**src/rtl/rpw_pkg.sv**
```systemverilog
package rpw_pkg;

   typedef enum logic [2:0] {
      ST_IDLE,   // waiting for a start marker
      ST_BODY,   // storing payload bytes
      ST_LAST,   // closing header of the final page
      ST_DROP,   // draining a rejected frame
      ST_RET     // handing back the pages of a rejected frame
   } rpw_state_e;

   function automatic int unsigned rpw_clog2(input int unsigned v);
      int unsigned r = 0;
      while ((32'd1 << r) < v) r++;
      return (r == 0) ? 1 : r;
   endfunction

endpackage

```
**src/rtl/rpw_page_list.sv**
```systemverilog
module rpw_page_list #(
   parameter int PTR_W     = 11,
   parameter int MAX_PAGES = 7,
   localparam int PG_W     = rpw_pkg::rpw_clog2(MAX_PAGES + 1),
   localparam int IDX_W    = rpw_pkg::rpw_clog2(MAX_PAGES)
) (
   input  logic             clk,
   input  logic             rst_n,
   input  logic             clr,
   input  logic             push,
   input  logic [PTR_W-1:0] push_ptr,
   input  logic [IDX_W-1:0] rd_idx,
   output logic [PTR_W-1:0] rd_ptr,
   output logic [PG_W-1:0]  count
);

   always_ff @(posedge clk) begin
      if (!rst_n || clr) count <= '0;
      else if (push)     count <= count + PG_W'(1);
   end

   generate
      if (MAX_PAGES == 1) begin : g_single
         logic [PTR_W-1:0] slot;
         always_ff @(posedge clk) begin
            if (push) slot <= push_ptr;
         end
         assign rd_ptr = slot;
      end else begin : g_array
         logic [PTR_W-1:0] slots [MAX_PAGES];
         always_ff @(posedge clk) begin
            if (push) slots[count[IDX_W-1:0]] <= push_ptr;
         end
         assign rd_ptr = slots[rd_idx];
      end
   endgenerate

   // a frame never owns more pages than the limit
   p_page_limit_r5: assert property (@(posedge clk) disable iff (!rst_n)
      count <= PG_W'(MAX_PAGES));

   // no page is taken once the limit is reached
   p_no_push_full_r5: assert property (@(posedge clk) disable iff (!rst_n)
      push |-> count < PG_W'(MAX_PAGES));

endmodule

```
**src/rtl/rpw_fill_ctrl.sv**
```systemverilog
module rpw_fill_ctrl #(
   parameter int PTR_W      = 11,
   parameter int PAGE_BYTES = 256,
   parameter int HDR_BYTES  = 16,
   parameter int MAX_PAGES  = 7,
   localparam int PAYLOAD   = PAGE_BYTES - HDR_BYTES,
   localparam int OFF_W     = rpw_pkg::rpw_clog2(PAGE_BYTES),
   localparam int CNT_W     = rpw_pkg::rpw_clog2(PAYLOAD + 1),
   localparam int PG_W      = rpw_pkg::rpw_clog2(MAX_PAGES + 1),
   localparam int IDX_W     = rpw_pkg::rpw_clog2(MAX_PAGES)
) (
   input  logic                   clk,
   input  logic                   rst_n,
   input  logic                   rx_valid,
   input  logic                   rx_first,
   input  logic                   rx_last,
   output logic                   rx_pop,
   input  logic                   fp_avail,
   input  logic [PTR_W-1:0]       fp_head,
   output logic                   fp_take,
   output logic                   mem_we,
   output logic [PTR_W+OFF_W-1:0] mem_addr,
   output logic                   link_we,
   output logic [PTR_W-1:0]       link_page,
   output logic [PTR_W-1:0]       link_next,
   output logic [CNT_W-1:0]       link_count,
   output logic                   ret_valid,
   output logic [PTR_W-1:0]       ret_ptr,
   output logic                   done_valid,
   output logic [PTR_W-1:0]       done_head,
   output logic                   list_clr,
   output logic                   list_push,
   input  logic [PG_W-1:0]        list_cnt,
   output logic [IDX_W-1:0]       list_idx,
   input  logic [PTR_W-1:0]       list_ptr
);
   import rpw_pkg::*;

   localparam logic [OFF_W-1:0] HDR_OFF  = OFF_W'(HDR_BYTES);
   localparam logic [CNT_W-1:0] FULL_CNT = CNT_W'(PAYLOAD);
   localparam logic [PG_W-1:0]  LIMIT    = PG_W'(MAX_PAGES);

   rpw_state_e       st, st_n;
   logic [PTR_W-1:0] cur, cur_n, head, head_n;
   logic [CNT_W-1:0] fill, fill_n;
   logic [IDX_W-1:0] ridx, ridx_n;

   always_ff @(posedge clk) begin
      if (!rst_n) begin
         st   <= ST_IDLE;
         cur  <= '0;
         head <= '0;
         fill <= '0;
         ridx <= '0;
      end else begin
         st   <= st_n;
         cur  <= cur_n;
         head <= head_n;
         fill <= fill_n;
         ridx <= ridx_n;
      end
   end

   always_comb begin
      st_n       = st;
      cur_n      = cur;
      head_n     = head;
      fill_n     = fill;
      ridx_n     = ridx;
      rx_pop     = 1'b0;
      fp_take    = 1'b0;
      mem_we     = 1'b0;
      mem_addr   = {cur, HDR_OFF + OFF_W'(fill)};
      link_we    = 1'b0;
      link_page  = cur;
      link_next  = fp_head;
      link_count = fill;
      ret_valid  = 1'b0;
      ret_ptr    = list_ptr;
      done_valid = 1'b0;
      done_head  = head;
      list_clr   = 1'b0;
      list_push  = 1'b0;
      list_idx   = ridx;
      unique case (st)
         ST_IDLE: begin
            if (rx_valid) begin
               rx_pop = 1'b1;
               if (rx_first) begin
                  if (fp_avail) begin
                     fp_take   = 1'b1;
                     list_push = 1'b1;
                     mem_we    = 1'b1;
                     mem_addr  = {fp_head, HDR_OFF};
                     cur_n     = fp_head;
                     head_n    = fp_head;
                     fill_n    = CNT_W'(1);
                     st_n      = rx_last ? ST_LAST : ST_BODY;
                  end else if (!rx_last) begin
                     st_n = ST_DROP;
                  end
               end
            end
         end
         ST_BODY: begin
            if (rx_valid) begin
               if (fill != FULL_CNT) begin
                  rx_pop = 1'b1;
                  mem_we = 1'b1;
                  fill_n = fill + CNT_W'(1);
                  if (rx_last) st_n = ST_LAST;
               end else if (list_cnt == LIMIT || !fp_avail) begin
                  st_n = ST_DROP;
               end else begin
                  fp_take    = 1'b1;
                  list_push  = 1'b1;
                  link_we    = 1'b1;
                  link_count = FULL_CNT;
                  cur_n      = fp_head;
                  fill_n     = '0;
               end
            end
         end
         ST_LAST: begin
            link_we    = 1'b1;
            link_next  = '1;
            done_valid = 1'b1;
            list_clr   = 1'b1;
            st_n       = ST_IDLE;
         end
         ST_DROP: begin
            ridx_n = '0;
            if (rx_valid) begin
               rx_pop = 1'b1;
               if (rx_last) st_n = (list_cnt != '0) ? ST_RET : ST_IDLE;
            end
         end
         ST_RET: begin
            ret_valid = 1'b1;
            if (PG_W'(ridx) + PG_W'(1) == list_cnt) begin
               list_clr = 1'b1;
               st_n     = ST_IDLE;
            end else begin
               ridx_n = ridx + IDX_W'(1);
            end
         end
         default: st_n = ST_IDLE;
      endcase
   end

   // payload never lands inside the header area
   p_payload_region_r1: assert property (@(posedge clk) disable iff (!rst_n)
      mem_we |-> mem_addr[OFF_W-1:0] >= HDR_OFF);

   // a link header adds exactly one page to the frame's list
   p_link_adds_page_r2: assert property (@(posedge clk) disable iff (!rst_n)
      (link_we && link_next != '1) |=> list_cnt == $past(list_cnt) + PG_W'(1));

   // every header count lies in 1..PAYLOAD
   p_count_range_r3: assert property (@(posedge clk) disable iff (!rst_n)
      link_we |-> (link_count != '0 && link_count <= FULL_CNT));

   // completion follows the write of the final byte
   p_done_after_byte_r4: assert property (@(posedge clk) disable iff (!rst_n)
      done_valid |-> $past(mem_we));

   // completion releases the page list
   p_done_clears_r4: assert property (@(posedge clk) disable iff (!rst_n)
      done_valid |=> list_cnt == '0);

   // returns stop only once every taken page is handed back
   p_returns_complete_r7: assert property (@(posedge clk) disable iff (!rst_n)
      $fell(ret_valid) |-> list_cnt == '0);

   // no pop from an empty free-pointer FIFO
   p_no_empty_pop_r8: assert property (@(posedge clk) disable iff (!rst_n)
      fp_take |-> fp_avail);

endmodule

```
**src/rtl/rx_page_writer.sv**
```systemverilog
module rx_page_writer #(
   parameter int PTR_W      = 11,
   parameter int PAGE_BYTES = 256,
   parameter int HDR_BYTES  = 16,
   parameter int MAX_PAGES  = 7,
   localparam int PAYLOAD   = PAGE_BYTES - HDR_BYTES,
   localparam int OFF_W     = rpw_pkg::rpw_clog2(PAGE_BYTES),
   localparam int CNT_W     = rpw_pkg::rpw_clog2(PAYLOAD + 1),
   localparam int ADDR_W    = PTR_W + OFF_W
) (
   input  logic              clk,
   input  logic              rst_n,
   input  logic              rx_valid,
   input  logic [7:0]        rx_byte,
   input  logic              rx_first,
   input  logic              rx_last,
   output logic              rx_pop,
   input  logic              fp_avail,
   input  logic              fp_full,
   input  logic [PTR_W-1:0]  fp_head,
   output logic              fp_take,
   output logic              refill_req,
   output logic              mem_we,
   output logic [ADDR_W-1:0] mem_addr,
   output logic [7:0]        mem_wdata,
   output logic              link_we,
   output logic [PTR_W-1:0]  link_page,
   output logic [PTR_W-1:0]  link_next,
   output logic [CNT_W-1:0]  link_count,
   output logic              ret_valid,
   output logic [PTR_W-1:0]  ret_ptr,
   output logic              done_valid,
   output logic [PTR_W-1:0]  done_head
);

   localparam int PG_W  = rpw_pkg::rpw_clog2(MAX_PAGES + 1);
   localparam int IDX_W = rpw_pkg::rpw_clog2(MAX_PAGES);

   generate
      if ((PAGE_BYTES & (PAGE_BYTES - 1)) != 0) begin : g_bad_page
         $error("PAGE_BYTES must be a power of two");
      end
      if (HDR_BYTES < 1 || HDR_BYTES >= PAGE_BYTES) begin : g_bad_hdr
         $error("HDR_BYTES must lie in 1..PAGE_BYTES-1");
      end
      if (MAX_PAGES < 1) begin : g_bad_max
         $error("MAX_PAGES must be at least 1");
      end
      if (PTR_W < 1) begin : g_bad_ptr
         $error("PTR_W must be at least 1");
      end
   endgenerate

   logic             list_clr, list_push;
   logic [PG_W-1:0]  list_cnt;
   logic [IDX_W-1:0] list_idx;
   logic [PTR_W-1:0] list_ptr;

   assign refill_req = ~fp_full;
   assign mem_wdata  = rx_byte;

   rpw_fill_ctrl #(
      .PTR_W(PTR_W), .PAGE_BYTES(PAGE_BYTES),
      .HDR_BYTES(HDR_BYTES), .MAX_PAGES(MAX_PAGES)
   ) u_ctrl (
      .clk(clk), .rst_n(rst_n),
      .rx_valid(rx_valid), .rx_first(rx_first), .rx_last(rx_last), .rx_pop(rx_pop),
      .fp_avail(fp_avail), .fp_head(fp_head), .fp_take(fp_take),
      .mem_we(mem_we), .mem_addr(mem_addr),
      .link_we(link_we), .link_page(link_page), .link_next(link_next),
      .link_count(link_count),
      .ret_valid(ret_valid), .ret_ptr(ret_ptr),
      .done_valid(done_valid), .done_head(done_head),
      .list_clr(list_clr), .list_push(list_push), .list_cnt(list_cnt),
      .list_idx(list_idx), .list_ptr(list_ptr)
   );

   rpw_page_list #(.PTR_W(PTR_W), .MAX_PAGES(MAX_PAGES)) u_list (
      .clk(clk), .rst_n(rst_n), .clr(list_clr), .push(list_push),
      .push_ptr(fp_head), .rd_idx(list_idx), .rd_ptr(list_ptr), .count(list_cnt)
   );

   // completion never coincides with a pointer return
   p_done_not_ret_r4: assert property (@(posedge clk) disable iff (!rst_n)
      !(done_valid && ret_valid));

   // unframed input never takes a pointer
   p_take_needs_byte_r9: assert property (@(posedge clk) disable iff (!rst_n)
      (fp_take && !link_we) |-> (rx_valid && rx_first));

endmodule

```
**config.mk**
```make
export PLATFORM = sky130hd
export DESIGN_NAME = rx_page_writer
export DESIGN_NICKNAME = d
export VERILOG_FILES = /design/src/rtl/rpw_pkg.sv /design/src/rtl/rpw_page_list.sv /design/src/rtl/rpw_fill_ctrl.sv /design/src/rtl/rx_page_writer.sv
export SDC_FILE = /design/constraint.sdc
export NUM_CORES = 1
export LEC_CHECK = 0
export ABC_AREA = 1
export BUFFER_PORTS_ARGS = -buffer_cell sky130_fd_sc_hd__buf_2
export CAP_MARGIN = 0
export CORE_MARGIN = 1
export CORE_UTILIZATION = 59
export CTS_CLUSTER_DIAMETER = 200
export DETAILED_ROUTE_END_ITERATION = 12
export PLACE_DENSITY = 0.94
export SYNTH_ARGS = -nofsm -noshare
export SYNTH_HDL_FRONTEND = slang
export SYNTH_SLANG_ARGS = --single-unit
export TNS_END_PERCENT = 20
```
**constraint.sdc**
```tcl
create_clock -name clk -period 7.7 [get_ports clk]
set_input_delay 1.155 -clock clk [delete_from_list [all_inputs] [get_ports clk]]
set_output_delay 1.155 -clock clk [all_outputs]
set_load 0.03 [all_outputs]
```
-- Yosys cells after proc, flatten, opt, wreduce, memory -nomap -nowiden
Memories as Yosys holds them, arrays and structs flattened. A register that Yosys moved wholly into a read port is not among the register bits.
Index checks and enable logic that the tools add are counted.
W data, S select, Z words.
- add/subtract/negate cells: 4
- equal/unequal tests: 21
- multiplexer cells: 60
- bitwise gates (word level): 1
- reductions and logical operators: 14
- operators by type and width (cell ; count):
    $mux W8 ; 10
    $mux W11 ; 7
    $mux W19 ; 4
    $mux W3 ; 15
    $pmux W11 S2 ; 1
    $ne A2 B2 Y1 const B ; 9
    $pmux W8 S2 ; 1
    $mux W1 ; 14
    $pmux W3 S4 ; 1
    $pmux W1 S2 ; 5
    $reduce_and A9 Y1 ; 1
    $add A5 B8 Y8 const A ; 1
    $add A8 B1 Y8 const B ; 1
    $ne A8 B8 Y1 const B ; 1
    $reduce_and A7 Y1 ; 1
    $add A3 B1 Y3 const B ; 2
    $eq A3 B2 Y1 const B ; 2
    $eq A3 B3 Y1 const B ; 2
    $ne A3 B3 Y1 const B ; 2
    $pmux W3 S2 ; 1
    $reduce_and A6 Y1 ; 1
    $reduce_and A4 Y1 ; 1
    $reduce_bool A2 Y1 ; 2
    $eq A3 B1 Y1 const B ; 1
    other kinds (12) ; 14
- register bits after elaboration: 39
- RAM bits: 77
- output and inout port bits: 86
- word-level logic and storage cells: 107
- memories kept: 1
- memory list (memory ; words ; bits a word ; rd ports ; clocked after memory_dff ; write ports ; line ; RTL):
    u_list.g_array.slots ; 7 ; 11 ; 1 ; 1 ; 1 ; rpw_page_list.sv:30 ; logic [PTR_W-1:0] slots [MAX_PAGES];

-- Logic depth before layout (Yosys ltp)
- depth after elaboration: 8
- depth in mapped cells: 12
- gate-level depth less buffers: 12

-- Hierarchy
From an unflattened synthesis, not the netlist that was laid out.
- cell total of the unflattened synthesis: 690
- area, all modules: 5868.1 µm²
- by module, submodules not included (module ; times used ; cells an instance ; area each (µm²) ; seq. area each (µm²)):
    rpw_page_list ; 1 ; 321 ; 3433.3 ; 2372.3
    rpw_fill_ctrl ; 1 ; 360 ; 2371.0 ; 720.7
    rx_page_writer ; 1 ; 9 ; 63.8 ; 0.0

-- Worst setup path after synthesis
OpenSTA, ideal clock, no wires.
- path kind: input port to output port
- from: input port rx_first
- to: output port mem_we
- arrival time: 2.225 ns
- data required time: 6.545 ns
- slack: 4.320 ns
- stages: 5
- path buffers: 1
- cells stage by stage: nand2_1 > nor3_4 > inv_2 > buf_2 > o21ai_0
- cells in the longest elaborated chain, start to end: 3
- ends and longest elaborated chain (element ; line ; RTL):
    from (decl) ; rx_page_writer.sv:15 ; input logic rx_first,
    $mux W1 ; rpw_fill_ctrl.sv:89 ; if (rx_first) begin
    $mux W1 ; rpw_fill_ctrl.sv:87 ; if (rx_valid) begin
    $pmux W1 S2 ; rpw_fill_ctrl.sv:85 ; unique case (st)
    to (decl) ; rx_page_writer.sv:23 ; output logic mem_we,
No other way between the ends.

-- Worst setup path after layout
- from: input port rx_first
- to: output port mem_addr[16]
- cells in the longest elaborated chain, start to end: 3
- ends and longest elaborated chain (element ; line ; RTL):
    $mux W19 ; rpw_fill_ctrl.sv:89 ;
    $mux W19 ; rpw_fill_ctrl.sv:87 ;
    $mux W19 ; rpw_fill_ctrl.sv:85 ;
    to (decl) ; rx_page_writer.sv:24 ; output logic [ADDR_W-1:0] mem_addr,
No other way between the ends.

==> reports/results.ini <==
[sta]
grt_setup_unrepaired = no
hold_violations = 0
relSlewSlack_pct = 19.53
setup_viol = 0
finClkSkew_ns = 0.006410
final_max_slew_viol_count = 0
worst_pin_slew_ns = 1.203
finalCritPeriodShare_pct = 53.12
period_minus_slack_ns = 4.090
fmax_mhz = 244.5
tns_ns = 0

[cts]
clkTransAtPathRegs_ns = 0.06
clk_latency_ns = 0.52
post_cts_buffers = 0
clockBufferDepth = 2
cts_resized = 0
cts_hold_buffers = 0
clockRootBuffer = clkbuf_8
htreeDepth = 4
numCtsBuffers = 17
cts.sinks = 119
cts_tree = yes

[setup_path]
crit_path_max_fanout = 24
required_ns = 6.55
crit_type = in -> out
critPathSlowestCell = nor3_4
slowest_delay_ns = 0.68
r2r-start = u_list.count[1]
end_kind = output pin
path_cells = buf_2 > nand2_1 > nor3_4 > inv_2 > nand2_1 > nand2_1 > buf_2
cp.arrival_ns = 2.94
crit_start = rx_first
crit_path_frequent_cell = nand2_1
cp-start-kind = input pin

[route]
drc = 0
dr.pass1.iters = 5
drt_iter0_drc = 376
vias_per_cell = 5.833
route.vias.total = 4550
wl_per_cell_um = 18.15
antenna_left = 0
routed_wl_mm = 14.16

[min_path]
hold_class = reg -> reg
hp-start = u_ctrl.done_head[3]

[run]
cap_violations = 0

[power_and_ir_drop]
clkPwrFrac_pct = 41.9
switching_share_pct = 30.61
share_comb_of_total_power_pct = 17.8
total_power_w = 0.001809
irDropWorstVdd_uv = 165.6
powerDensity_nw_per_um2 = 285.7
p_int_w = 0.001255
p_sw_w = 0.0005537
seqPwrFrac_pct = 40.2
p_leak_nw = 2.699

[grt]
grt_pass1_wl_mm = 22.81
antenna_found_initial = 0
grt-ovfl-total = 0
grt_pass1_vias = 4606
grt_max_degree = 35
grt_usage_pct = 31.42

[yosys]
synth_edf_count = 77
netlist_area_um2 = 5288
synth_compound_area_share_pct = 11.81
synth_cell_type_count = 37
synthFlopType = edfxtp_1
synthSimpleGateAreaFrac_pct = 20.40
yosys_warnings = 0
syn_inst = 573
synth-async-reset-ratio_pct = 0
yosysSeqAreaShare_pct = 59.63
synthXorXnorAreaFrac_pct = 0
synth_area_per_cell_um2 = 9.228
ys_ff_latch = 119
synth_top_family_by_area = simple AND/OR/NAND/NOR gates
synthAdderAreaFrac_pct = 1.656
syn-num-nets = 606
synthMuxAreaShare_pct = 0

[cells_and_area]
drive_above_1_share_pct = 24.11
finish.utilization_pct = 72.95
final_common_cell = nand2_1
area.growth.synth_to_final_pct = 19.73
nets = 692
n_antenna_cell = 0
mostFrequentLayoutCells = 139 x nand2_1, 95 x buf_2, 77 x edfxtp_1

[floorplan]
start_util_pct = 60.93
die_h_um = 96.67
fp-row-count = 34
ioPinCount = 112
die_x_um = 96.67
die-area_um2 = 9344
coreArea_um2 = 8678

[placement]
globalplace.congestion = 0.8980
hpwl_mm = 8.839
io_buffers = 95

[run_status]
status = completed

==> area by class of cell <==
class | instances | area (µm²)
well taps | 108 | 135.1
clock inverters | 14 | 150.1
clock buffers | 18 | 417.9
fillers | 595 | 2347
inverters | 43 | 163.9
multi-input cells | 377 | 1790
flip-flops and latches | 119 | 3153
repair buffers | 101 | 520.5
==> critical path: cells and delay by family <==
family                 cells  cell delay, ns
AND/OR/NAND/NOR            4            1.10
buffers and inverters      3            0.68
==> logic make-up (layout without fill, tap and decap cells) <==
kind of cell,Yosys count,count (layout)
and+or+nand+nor,254,254
DFF,119,119
AOI/OAI and AO/OA,116,116
buffers and inverters,77,176
adders and majority gates,7,7
==> sequential cells by signal, indices dropped and copies added, names as in the netlist, named ones only <==
register and count:
u_ctrl.st 3, u_list.count 3, u_ctrl.fill 8, u_ctrl.list_idx 3, u_ctrl.done_head 11, u_ctrl.link_page 11
u_list.g_array.slots 77
==> cells in the mapped netlist, types with 2 or more instances <==
library cell | n | share of area [%]
o22ai_1 | 11 | 1.3
nand3_1 | 9 | 0.85
buf_4 | 9 | 1.3
inv_1 | 37 | 2.6
or2_2 | 11 | 1.3
buf_1 | 2 | 0.14
inv_2 | 4 | 0.28
clkbuf_1 | 18 | 1.3
nor3_1 | 13 | 1.2
buf_6 | 2 | 0.43
buf_2 | 3 | 0.28
ha_1 | 7 | 1.7
dfxtp_1 | 42 | 16
o21ai_1 | 9 | 0.85
nor2_4 | 2 | 0.43
nor2_1 | 68 | 4.8
o21ai_0 | 42 | 4.0
edfxtp_1 | 77 | 44
nand2_2 | 5 | 0.59
a21oi_1 | 46 | 4.4
nand2_1 | 139 | 9.9
nor2_2 | 2 | 0.24
==> per-layer routing <==
layer | global-route usage (%) | part of all wire [%] | vias to the layer above
li1 | - | - | 2088
met3 | 7.514 | 8.3 | 31
met5 | 0 | 0 | -
met2 | 54.88 | 52 | 271
met1 | 37.66 | 38 | 2160
met4 | 11.71 | 1.6 | 0
==> per-stage QoR <==
step	std cells	worst slack (ns)	cell area [µm²]	hold WS (ns)
3_3_place_gp	748	3.791	5763	0.4495
6_report	780	3.610	6331	0.4613
5_1_grt	780	3.444	6331	0.4701
4_1_cts	780	3.635	6331	0.4612
2_1_floorplan	573	4.320	5288	0.4568
3_5_place_dp	748	3.707	5763	0.4518
==> power by group through the flow <==
stage	combinational (W)	sequential, W	clock [W]
final	0.000323	0.000728	0.000758
after global routing	0.000346	0.000730	0.000787
after CTS	0.000321	0.000727	0.000760
after detailed placement	0.000316	0.000739	0
after global placement	0.000310	0.000737	0
after floorplan	0.000215	0.000759	0
==> path summary, 6_finish.rpt <==
kind / to / slack, ns / cells past startpoint
max: mem_addr[16] / 3.61 / 7
max reg2reg: u_list.g_array.slots[0][3] / 4.71 / 9
min: u_ctrl.done_head[3] / 0.46 / 2
min reg2reg: u_ctrl.done_head[3] / 0.46 / 2
Power figures use the tool's default switching activity.
